## config.mk

```make
export PLATFORM = sky130hd
export DESIGN_NAME = pkt_rx_top
export DESIGN_NICKNAME = d
export VERILOG_FILES = /design/src/rtl/pkt_rx_pkg.sv /design/src/rtl/pkt_rx_serial.sv /design/src/rtl/pkt_rx_buf.sv /design/src/rtl/pkt_rx_top.sv
export SDC_FILE = /design/constraint.sdc
export NUM_CORES = 1
export LEC_CHECK = 0
export BUFFER_PORTS_ARGS = -buffer_cell sky130_fd_sc_hd__buf_2
export CELL_PAD_IN_SITES_DETAIL_PLACEMENT = 0
export CELL_PAD_IN_SITES_GLOBAL_PLACEMENT = 2
export CORE_MARGIN = 2
export CORE_UTILIZATION = 30
export CTS_BUF_LIST = sky130_fd_sc_hd__clkbuf_4 sky130_fd_sc_hd__clkbuf_8
export CTS_CLUSTER_DIAMETER = 100
export DETAILED_ROUTE_END_ITERATION = 12
export PLACE_DENSITY = 0.53
export SETUP_SLACK_MARGIN = 0.5
export SYNTH_ARGS = -nofsm -noshare
export SYNTH_HDL_FRONTEND = slang
export SYNTH_HIERARCHICAL = 1
export SYNTH_SLANG_ARGS = --single-unit
```

## constraint.sdc

```tcl
create_clock -name clk -period 5.9 [get_ports clk]
set_input_delay 1.475 -clock clk [delete_from_list [all_inputs] [get_ports clk]]
set_output_delay 1.475 -clock clk [all_outputs]
set_load 0.05 [all_outputs]
```

## src/rtl/pkt_rx_pkg.sv

```systemverilog
package pkt_rx_pkg;

  typedef enum logic [1:0] {
    SX_IDLE,
    SX_LOW,
    SX_HIGH,
    SX_END
  } sx_state_e;

  typedef enum logic [3:0] {
    PK_IDLE,
    PK_ARM,
    PK_ARM_WAIT,
    PK_IRQ,
    PK_READ_WAIT,
    PK_DISARM,
    PK_DIS_WAIT,
    PK_FETCH,
    PK_LOAD,
    PK_SHOW,
    PK_DONE
  } pk_state_e;

endpackage

```

## src/rtl/pkt_rx_serial.sv

```systemverilog
module pkt_rx_serial
  import pkt_rx_pkg::*;
#(
  parameter int HALF_CYC  = 2,
  parameter int CMD_BITS  = 16,
  parameter int READ_BITS = 24,
  parameter int BYTE_W    = 8
) (
  input  logic                clk,
  input  logic                rst,
  input  logic                start,
  input  logic                rd_mode,
  input  logic [CMD_BITS-1:0] tx_word,
  input  logic                miso,
  output logic                sel_n,
  output logic                sclk,
  output logic                mosi,
  output logic                done,
  output logic [BYTE_W-1:0]   rx_byte
);

  localparam int TMR_W = (HALF_CYC > 1) ? $clog2(HALF_CYC) : 1;
  localparam int BC_W  = $clog2(READ_BITS + 1);

  sx_state_e           st;
  logic [TMR_W-1:0]    tmr;
  logic [BC_W-1:0]     bcnt;
  logic [BC_W-1:0]     last;
  logic [CMD_BITS-1:0] shreg;
  logic                is_rd;

  always_ff @(posedge clk) begin
    if (rst) begin
      st      <= SX_IDLE;
      sel_n   <= 1'b1;
      sclk    <= 1'b0;
      mosi    <= 1'b0;
      done    <= 1'b0;
      tmr     <= '0;
      bcnt    <= '0;
      last    <= '0;
      shreg   <= '0;
      is_rd   <= 1'b0;
      rx_byte <= '0;
    end else begin
      done <= 1'b0;
      case (st)
        SX_IDLE: begin
          if (start) begin
            sel_n <= 1'b0;
            sclk  <= 1'b0;
            tmr   <= '0;
            bcnt  <= '0;
            is_rd <= rd_mode;
            shreg <= rd_mode ? '0 : tx_word;
            mosi  <= rd_mode ? 1'b0 : tx_word[CMD_BITS-1];
            last  <= rd_mode ? BC_W'(READ_BITS - 1) : BC_W'(CMD_BITS - 1);
            st    <= SX_LOW;
          end
        end
        SX_LOW: begin
          if (tmr == TMR_W'(HALF_CYC - 1)) begin
            tmr     <= '0;
            sclk    <= 1'b1;
            rx_byte <= {rx_byte[BYTE_W-2:0], miso};
            st      <= SX_HIGH;
          end else begin
            tmr <= tmr + 1'b1;
          end
        end
        SX_HIGH: begin
          if (tmr == TMR_W'(HALF_CYC - 1)) begin
            tmr  <= '0;
            sclk <= 1'b0;
            if (bcnt == last) begin
              st <= SX_END;
            end else begin
              bcnt  <= bcnt + 1'b1;
              shreg <= shreg << 1;
              mosi  <= shreg[CMD_BITS-2];
              st    <= SX_LOW;
            end
          end else begin
            tmr <= tmr + 1'b1;
          end
        end
        default: begin
          sel_n <= 1'b1;
          mosi  <= 1'b0;
          done  <= 1'b1;
          st    <= SX_IDLE;
        end
      endcase
    end
  end

  AST_IDLE_SCLK_LOW: assert property (@(posedge clk) disable iff (rst)
    sel_n |-> !sclk);

  AST_READ_MOSI_LOW: assert property (@(posedge clk) disable iff (rst)
    (is_rd && !sel_n) |-> !mosi);

  AST_BITS_IN_RANGE: assert property (@(posedge clk) disable iff (rst)
    bcnt <= last);

endmodule

```

## src/rtl/pkt_rx_buf.sv

```systemverilog
module pkt_rx_buf #(
  parameter int DEPTH  = 16,
  parameter int WIDTH  = 8,
  localparam int AW    = $clog2(DEPTH)
) (
  input  logic             clk,
  input  logic             wr_en,
  input  logic [AW-1:0]    wr_addr,
  input  logic [WIDTH-1:0] wr_data,
  input  logic [AW-1:0]    rd_addr,
  output logic [WIDTH-1:0] rd_data
);

  logic [WIDTH-1:0] mem [DEPTH];

  always_ff @(posedge clk) begin
    if (wr_en) mem[wr_addr] <= wr_data;
    rd_data <= mem[rd_addr];
  end

endmodule

```

## src/rtl/pkt_rx_top.sv

```systemverilog
module pkt_rx_top
  import pkt_rx_pkg::*;
#(
  parameter int          PAYLOAD_BYTES = 16,
  parameter int          TRAIL_BYTES   = 1,
  parameter int          HALF_CYC      = 2,
  parameter int          SYNC_STAGES   = 2,
  parameter logic [15:0] ARM_CMD       = 16'hCE8B,
  parameter logic [15:0] DISARM_CMD    = 16'hCE00
) (
  input  logic       clk,
  input  logic       rst,
  input  logic       run,
  input  logic       irq_n,
  input  logic       miso,
  output logic       sel_n,
  output logic       sclk,
  output logic       mosi,
  output logic [7:0] out_data,
  output logic       out_valid,
  input  logic       out_ready,
  output logic       pkt_done,
  output logic       pkt_good,
  output logic       status
);

  localparam int TOTAL_BYTES = PAYLOAD_BYTES + 1 + TRAIL_BYTES;
  localparam int IDX_W       = $clog2(TOTAL_BYTES);
  localparam int ADDR_W      = $clog2(PAYLOAD_BYTES);

  pk_state_e            st;
  logic [SYNC_STAGES-1:0] irq_sync;
  logic                 irq_low;
  logic [IDX_W-1:0]     idx;
  logic [ADDR_W-1:0]    sidx;
  logic [7:0]           sum;
  logic [7:0]           chk_byte;
  logic                 xs_start;
  logic                 xs_rd;
  logic [15:0]          xs_word;
  logic                 xs_done;
  logic [7:0]           xs_byte;
  logic                 buf_we;
  logic [7:0]           buf_rd;

  always_ff @(posedge clk) begin
    if (rst) irq_sync <= '1;
    else     irq_sync <= {irq_sync[SYNC_STAGES-2:0], irq_n};
  end
  assign irq_low = !irq_sync[SYNC_STAGES-1];

  pkt_rx_serial #(
    .HALF_CYC (HALF_CYC),
    .CMD_BITS (16),
    .READ_BITS(24),
    .BYTE_W   (8)
  ) xfer_i (
    .clk    (clk),
    .rst    (rst),
    .start  (xs_start),
    .rd_mode(xs_rd),
    .tx_word(xs_word),
    .miso   (miso),
    .sel_n  (sel_n),
    .sclk   (sclk),
    .mosi   (mosi),
    .done   (xs_done),
    .rx_byte(xs_byte)
  );

  always_comb begin
    buf_we = (st == PK_READ_WAIT) && xs_done && (idx < IDX_W'(PAYLOAD_BYTES));
  end

  pkt_rx_buf #(
    .DEPTH(PAYLOAD_BYTES),
    .WIDTH(8)
  ) buf_i (
    .clk    (clk),
    .wr_en  (buf_we),
    .wr_addr(idx[ADDR_W-1:0]),
    .wr_data(xs_byte),
    .rd_addr(sidx),
    .rd_data(buf_rd)
  );

  always_ff @(posedge clk) begin
    if (rst) begin
      st        <= PK_IDLE;
      idx       <= '0;
      sidx      <= '0;
      sum       <= '0;
      chk_byte  <= '0;
      xs_start  <= 1'b0;
      xs_rd     <= 1'b0;
      xs_word   <= '0;
      out_data  <= '0;
      out_valid <= 1'b0;
      pkt_done  <= 1'b0;
      pkt_good  <= 1'b0;
      status    <= 1'b0;
    end else begin
      xs_start <= 1'b0;
      pkt_done <= 1'b0;
      case (st)
        PK_IDLE: begin
          idx <= '0;
          sum <= '0;
          if (run) st <= PK_ARM;
        end
        PK_ARM: begin
          xs_start <= 1'b1;
          xs_rd    <= 1'b0;
          xs_word  <= ARM_CMD;
          st       <= PK_ARM_WAIT;
        end
        PK_ARM_WAIT: if (xs_done) st <= PK_IRQ;
        PK_IRQ: begin
          if (irq_low) begin
            xs_start <= 1'b1;
            xs_rd    <= 1'b1;
            st       <= PK_READ_WAIT;
          end
        end
        PK_READ_WAIT: begin
          if (xs_done) begin
            if (idx < IDX_W'(PAYLOAD_BYTES)) sum <= sum + xs_byte;
            else if (idx == IDX_W'(PAYLOAD_BYTES)) chk_byte <= xs_byte;
            if (idx == IDX_W'(TOTAL_BYTES - 1)) begin
              st <= PK_DISARM;
            end else begin
              idx <= idx + 1'b1;
              st  <= PK_IRQ;
            end
          end
        end
        PK_DISARM: begin
          xs_start <= 1'b1;
          xs_rd    <= 1'b0;
          xs_word  <= DISARM_CMD;
          st       <= PK_DIS_WAIT;
        end
        PK_DIS_WAIT: begin
          if (xs_done) begin
            sidx <= '0;
            st   <= PK_FETCH;
          end
        end
        PK_FETCH: st <= PK_LOAD;
        PK_LOAD: begin
          out_data  <= buf_rd;
          out_valid <= 1'b1;
          st        <= PK_SHOW;
        end
        PK_SHOW: begin
          if (out_ready) begin
            out_valid <= 1'b0;
            if (sidx == ADDR_W'(PAYLOAD_BYTES - 1)) begin
              st <= PK_DONE;
            end else begin
              sidx <= sidx + 1'b1;
              st   <= PK_FETCH;
            end
          end
        end
        default: begin
          pkt_done <= 1'b1;
          pkt_good <= (sum == chk_byte);
          if (sum == chk_byte) status <= ~status;
          idx <= '0;
          sum <= '0;
          st  <= run ? PK_ARM : PK_IDLE;
        end
      endcase
    end
  end

  AST_VALID_HOLD: assert property (@(posedge clk) disable iff (rst)
    (out_valid && !out_ready) |=> (out_valid && $stable(out_data)));

  AST_DONE_PULSE: assert property (@(posedge clk) disable iff (rst)
    pkt_done |=> !pkt_done);

  AST_STATUS_ONLY_GOOD: assert property (@(posedge clk) disable iff (rst)
    !$stable(status) |-> (pkt_done && pkt_good));

  AST_GOOD_TOGGLES: assert property (@(posedge clk) disable iff (rst)
    (pkt_done && pkt_good) |-> (status != $past(status)));

  AST_STREAM_DESELECTED: assert property (@(posedge clk) disable iff (rst)
    out_valid |-> sel_n);

endmodule

```

==> run summary, run 1 <==
grt ovf -> 0
GRT Total Usage -> 13.91%
Initial Util -> 30.57%
Seq/Total Area, Yosys -> 60.86%
Placeable Area -> 30,670 um2
I/O Pins -> 21
post-cts resize count -> 0
Routed Antenna Nets -> 0
setup TNS -> 0 ps
max frequency -> 282.5 MHz
total number of vias -> 5,983
Total Nets Final -> 775
Setup Skew -> 19.77 ps
HPWL Detailed -> 14,240 um
Via density -> 5.079
first-pass GRT wire length -> 35,330 um
P_leak -> 3.576 nW
Fin. Hold Viols -> 0
Post-synth ARST share -> 0%
setup ws final -> 2361 ps
WHS Path Cells -> 1
First-pass DRT Iterations -> 4
CP Max Fanout -> 16
Least-Margin Pin Slew -> 1234 ps
max-slew violations -> 0
number of buffers added for setup after CTS -> 0
Syn-to-layout area delta -> 13.27%
die span in x -> 180.8 um
worst skew pair latency -> 540 ps
Post-synth EDFFs -> 128
Hold Buf Count CTS -> 0
Mapped Cells -> 719
most frequent cells in the layout -> 128 x edfxtp_1, 92 x dfxtp_1, 63 x a21oi_1, 55 x nor2_1, 53 x nand2_1
initial antenna violation count -> 0
worst min-delay path category -> register to register
status -> completed
clock slew at reported path FFs -> 60 ps
row cnt -> 64
IO Port Bufs -> 20
Worst Setup Path Type -> register to register
Setup WS pre-CTS -> 2311 ps
die area -> 32,680 um2
vias in the first global route -> 6,170
CP peak stage delay -> 870 ps
Ant. Diodes -> 0
minimum clock period -> 3539 ps
DRT Wirelength -> 22,650 um
residual DRC count -> 0
Rel. slew slack -> 17.76%
critical path arrival -> 3690 ps
Final Cycle Share -> 59.99%
critical path cell sequence -> nor4b_4 -> nand2_1 -> or2_2 -> inv_1 -> or3b_2 -> nor3_1
WL/cell -> 19.22 um
CP Launch Type -> register
ys flop type -> edfxtp_1
RSZ-0062 raised after global routing -> false
TritonCTS clock tree -> built
Iter 0 DRT Violations -> 397
Distinct cells, synth -> 66
FILL cells -> 3,048
largest net degree at the start of global routing -> 49
GPL Wtd Cong -> 0.7677
dpl cells -> 1,107
final setup fails -> 0
H-tree Lvls -> 2
pwr dens -> 362.0 nW/um2
element type at the critical path end -> register
MaxCap Viol Count -> 0
Num CTS Buffers -> 40
CP Data Required Time -> 6050 ps
layout cells sized above 1 -> 15.73%
average cell area after synthesis -> 13.04 um2
clock buffer depth -> 3
worst reg-to-reg path cell count -> 6
Post-Synthesis Cell Area -> 9375 um2
#FFs+latches synth -> 221
Finished Layout Cells -> 1,178
commonest non-fill, non-tap cell in the layout -> edfxtp_1
clk sinks -> 221
Yosys warning count -> 6
Die Span Y -> 180.8 um
CTS root buffer -> clkbuf_8
slowest CP cell -> nor3_1
IR Drop Worst-Case VDD -> 0.0001251 V
logic make-up (layout without fill, tap and decap cells):
kind of cell,after synthesis,after routing,synth area share (%)
other cells,1,7,0.04000
flops,221,221,60.86
fa+ha+maj,16,16,2.215
buf+inv,50,107,2.936
simple gates,207,207,11.18
compound gates,159,159,11.24
mux,45,45,9.662
xor+xnor,20,20,1.868
worst max-delay path, delay by kind of cell, from the launching register on:
family	cells	cell delay, ps
buf+inv	1	260
flops	1	620
simple gates	5	2280
metal layers:
| layer | GRT usage, % | share of wire (%) |
|---|---|---|
| met1 | 18.42 | 46 |
| met2 | 22.69 | 47 |
| met3 | 2.701 | 4.5 |
| met4 | 5.000 | 2.1 |
| met5 | 0 | 0 |
worst paths after layout:
check / start / endpoint / slack, ps
worst min register to register: irq_sync[0]$_SDFF_PP1_ / irq_sync[1]$_SDFF_PP1_ / 410
worst max register to register: st[2]$_SDFFE_PP0P_ / buf_i/mem[0][6]$_DFFE_PP_ / 2360
worst max-delay path: st[2]$_SDFFE_PP0P_ / buf_i/mem[0][6]$_DFFE_PP_ / 2360
worst min-delay path: irq_sync[0]$_SDFF_PP1_ / irq_sync[1]$_SDFF_PP1_ / 410
sequential cells by signal, summed over array words and instances (netlist names), 2 cells and up:
name            cells
buf_i/mem         128
xfer_i/shreg       15
buf_i/rd_data       8
chk_byte            8
out_data            8
sum                 8
xfer_i/rx_byte      8
idx                 5
xfer_i/bcnt         5
sidx                4
st                  4
xfer_i/last         3
irq_sync            2
xfer_i/st           2
xs_word             2
metrics by stage:
| stage | util (%) | hold slack [ps] | power, mW | instance area [um2] |
|---|---|---|---|---|
| after floorplan | - | 389.5 | 2.283 | 9398 |
| after global placement | 31.99 | 393.8 | 2.420 | 9812 |
| after detailed placement | 31.99 | 396.1 | 2.426 | 9812 |
| after CTS | 34.62 | 414.7 | 3.902 | 10620 |
| after global routing | 34.62 | 423.5 | 4.060 | 10620 |
| final | 34.62 | 411.6 | 3.844 | 10620 |
cell usage after synthesis (11+ instances only):
library cell | number | area [um2]
a221oi_1 | 14 | 122.6
mux2i_1 | 11 | 110.1
nor2_1 | 55 | 206.5
mux4_1 | 14 | 367.9
ha_1 | 15 | 187.7
a211oi_1 | 17 | 127.6
nor3_1 | 12 | 60.06
buf_2 | 11 | 55.05
dfxtp_1 | 93 | 1862
edfxtp_1 | 128 | 3844
a21oi_1 | 63 | 315.3
nand3_1 | 26 | 130.1
nand2_1 | 53 | 198.9
xnor2_1 | 16 | 140.1
clkbuf_1 | 18 | 67.56
a22oi_1 | 19 | 142.6
o21ai_0 | 16 | 80.08
mux4_2 | 18 | 405.4
area by class of cell:
cell class / count / area (um2) / share of cell area (%)
Timing Repair Buffer: 27 / 152.6 / 1.437
Multi-Input combinational cell: 454 / 3423 / 32.24
Clock inverter: 15 / 105.1 / 0.9898
Inverter: 9 / 33.78 / 0.3181
Tap cell: 396 / 495.5 / 4.666
Clock buffer: 56 / 701.9 / 6.610
Sequential cell: 221 / 5707 / 53.74
where the power goes:
part / internal (mW) / switching [mW]
Combinational: 0.216 / 0.376
Sequential: 1.69 / 0.107
Clock: 0.815 / 0.635
Total: 2.73 / 1.12
(Power assumes the default switching activity.)
==> inputs of run 2 (changes only) <==
--- a/config.mk
+++ b/config.mk
@@ -5,6 +5,7 @@
 export SDC_FILE = /design/constraint.sdc
 export NUM_CORES = 1
 export LEC_CHECK = 0
+export ABC_AREA = 1
 export BUFFER_PORTS_ARGS = -buffer_cell sky130_fd_sc_hd__buf_2
 export CELL_PAD_IN_SITES_DETAIL_PLACEMENT = 0
 export CELL_PAD_IN_SITES_GLOBAL_PLACEMENT = 2
@@ -13,7 +14,7 @@
 export CTS_BUF_LIST = sky130_fd_sc_hd__clkbuf_4 sky130_fd_sc_hd__clkbuf_8
 export CTS_CLUSTER_DIAMETER = 100
 export DETAILED_ROUTE_END_ITERATION = 12
-export PLACE_DENSITY = 0.53
+export PLACE_DENSITY = 0.62
 export SETUP_SLACK_MARGIN = 0.5
 export SYNTH_ARGS = -nofsm -noshare
 export SYNTH_HDL_FRONTEND = slang
==> constraint.sdc (replaced) <==
create_clock -name clk -period 3.05 [get_ports clk]
set_input_delay 0.7625 -clock clk [delete_from_list [all_inputs] [get_ports clk]]
set_output_delay 0.7625 -clock clk [all_outputs]
set_load 0.05 [all_outputs]
==> run 2 against run 1 <==
Combinational power grew to 4.1 times the previous value. First-iteration DRC count shrank 3.8%. Die area grew 9.5%. Via count grew 27%. Final cell count increased by 49%. Critical endpoint is now xfer_i/shreg[8]$_SDFFE_PP0P_. Largest cell class unchanged.
==> run summary, run 2 <==
status -> completed
Setup Skew -> 27.87 ps
CP Launch Type -> register
power share of the combinational group -> 27.0%
IO Port Bufs -> 20
clock slew at reported path FFs -> 60 ps
I/O Pins -> 21
area of the multi-input gates -> 3613 um2
number of buffers added for setup after CTS -> 0
Syn-to-layout area delta -> 14.43%
Placeable Area -> 33,620 um2
Least-Margin Pin Slew -> 905.3 ps
Total Nets Final -> 1,290
GRT Total Usage -> 15.81%
clock buffer depth -> 3
Worst Path Buf+Inv -> 3
setup TNS -> 0 ps
HPWL Detailed -> 17,970 um
FILL cells -> 3,525
Cell Int Power -> 5.811 mW
setup ws final -> 783.5 ps
Area contributors post-synth -> edfxtp_1 37%, dfxtp_1 18%, nand2_1 12%
GPL Wtd Cong -> 0.7457
critical path cell sequence -> inv_1 -> ha_1 -> inv_2 -> o21ai_1 -> inv_1 -> nand3_4 -> nand2_1 -> nand2_1 -> nor2_1
P_leak -> 5.069 nW
H-tree Lvls -> 2
final instance area -> 11,780 um2
Iter 0 DRT Violations -> 382
residual DRC count -> 0
Rel. slew slack -> 39.58%
Via density -> 4.332
#FFs+latches synth -> 221
Biggest register -> buf_i/mem
fin util -> 35.03%
most frequent cells in the layout -> 328 x nand2_1, 173 x inv_1, 129 x nand3_1, 128 x edfxtp_1, 126 x nor2_1
clk sinks -> 221
commonest non-fill, non-tap cell in the layout -> nand2_1
Initial Util -> 30.61%
die span in x -> 189.2 um
Routed Antenna Nets -> 0
critical path arrival -> 2740 ps
vias in the first global route -> 7,764
Seq/Total Area, Yosys -> 55.45%
post-cts resize count -> 0
Sw Pwr -> 3.257 mW
grt ovf -> 0
Post-Synthesis Cell Area -> 10,290 um2
Die Span Y -> 189.2 um
top flop regs -> buf_i/mem (128), xfer_i/shreg (15)
RSZ-0062 raised after global routing -> false
slowest CP cell -> nand3_4
Yosys top cell by area -> edfxtp_1
top cells by count, synth -> 328 x nand2_1, 173 x inv_1, 129 x nand3_1
WL/cell -> 15.58 um
Fin. Hold Viols -> 0
MaxCap Viol Count -> 0
CP peak stage delay -> 390 ps
max-slew violations -> 0
worst skew pair latency -> 560 ps
total number of vias -> 7,581
DRT Wirelength -> 27,260 um
IR Drop Worst-Case VDD -> 0.0003377 V
sequential share of power -> 40.3%
pwr dens -> 770.1 nW/um2
Ant. Diodes -> 0
Yosys warning count -> 6
minimum clock period -> 2266 ps
FF+latch area -> 5707 um2
Setup WS pre-CTS -> 769.0 ps
element type at the critical path end -> register
Power, Total -> 9.068 mW
Distinct cells, synth -> 41
max frequency -> 441.2 MHz
first-pass GRT wire length -> 43,910 um
average cell area after synthesis -> 8.497 um2
Mapped Cells -> 1,211
switching fraction of total power -> 35.92%
layout cells sized above 1 -> 13.21%
Cell Area, Placed -> 10,920 um2
TritonCTS clock tree -> built
First-pass DRT Iterations -> 4
Num CTS Buffers -> 42
die area -> 35,800 um2
row cnt -> 67
CP Max Fanout -> 33
Yosys top cell area share -> 37.35%
Post-synth EDFFs -> 128
clock share of power -> 32.6%
most numerous cell in the Yosys netlist -> nand2_1
Hold Buf Count CTS -> 0
ys flop type -> edfxtp_1
CP Data Required Time -> 3530 ps
final setup fails -> 0
worst min-delay path category -> input pin to register
Worst Setup Path Type -> register to register
Post-synth ARST share -> 0%
initial antenna violation count -> 0
largest delay contributor family on the critical path -> simple AND/OR/NAND/NOR gates
max reg flops -> 128
CTS root buffer -> clkbuf_8
largest net degree at the start of global routing -> 40
Final Cycle Share -> 74.31%
==> run 2: path summary, 6_finish.rpt <==
path	from	to	slack [ps]	depth (start not counted)
max	xfer_i/st[0]$_SDFFE_PP0P_	xfer_i/shreg[8]$_SDFFE_PP0P_	780	9
min	irq_n	irq_sync[0]$_SDFF_PP1_	400	2
max reg2reg	xfer_i/st[0]$_SDFFE_PP0P_	xfer_i/shreg[8]$_SDFFE_PP0P_	780	9
min reg2reg	irq_sync[0]$_SDFF_PP1_	irq_sync[1]$_SDFF_PP1_	410	1
==> run 2: layer usage <==
layer  GRT usage [%]  part of all wire, %  vias to the layer above
met4           4.177                  1.9                        0
met2           26.05                   46                       70
met5               0                    0                        -
li1                -                    -                     3981
met1           21.76                   50                     3487
met3           2.261                  2.6                       43
==> run 2: cells by family (layout without fill, tap and decap cells) <==
group                    count (synthesis)  count (layout)  share of synthesized area [%]
AND/OR/NAND/NOR                        637             637                          26.86
other                                    1               7                        0.03644
adder cells (fa/ha/maj)                 16              16                          2.018
buffers and inverters                  228             313                          9.655
flip-flops                             221             221                          55.45
AO/OA/AOI/OAI                           99              99                          5.216
XOR/XNOR                                 9               9                         0.7661
==> run 2: worst reg2reg max path: cells and delay by family, from the launching register on <==
| family | cells | cell delay, ps |
|---|---|---|
| AND/OR/NAND/NOR | 4 | 750 |
| buffers and inverters | 3 | 670 |
| flip-flops | 1 | 380 |
| adder cells (fa/ha/maj) | 1 | 320 |
| AO/OA/AOI/OAI | 1 | 90 |
==> run 2: area by class of cell <==
| type | instances | area share (%) |
|---|---|---|
| Sequential cell | 221 | 48.46 |
| Tap cell | 448 | 4.760 |
| Multi-Input combinational cell | 768 | 30.69 |
| Clock inverter | 21 | 1.169 |
| Inverter | 185 | 5.919 |
| Timing Repair Buffer | 50 | 2.869 |
| Clock buffer | 57 | 6.131 |
==> run 2: stage by stage <==
step | hold WS [ps] | cells
after floorplan | 389.5 | 1217
after global placement | 394.5 | 1672
after detailed placement | 396.9 | 1672
after CTS | 364.4 | 1750
after global routing | 396.7 | 1750
final | 403.3 | 1750
==> run 2: power groups by stage <==
stage | clock (mW) | sequential [mW] | combinational, mW
final | 2.96 | 3.66 | 2.45
after global routing | 3.21 | 3.70 | 2.82
after CTS | 3.07 | 3.66 | 2.52
after detailed placement | 0 | 3.72 | 2.51
after global placement | 0 | 3.72 | 2.54
after floorplan | 0 | 3.87 | 1.77
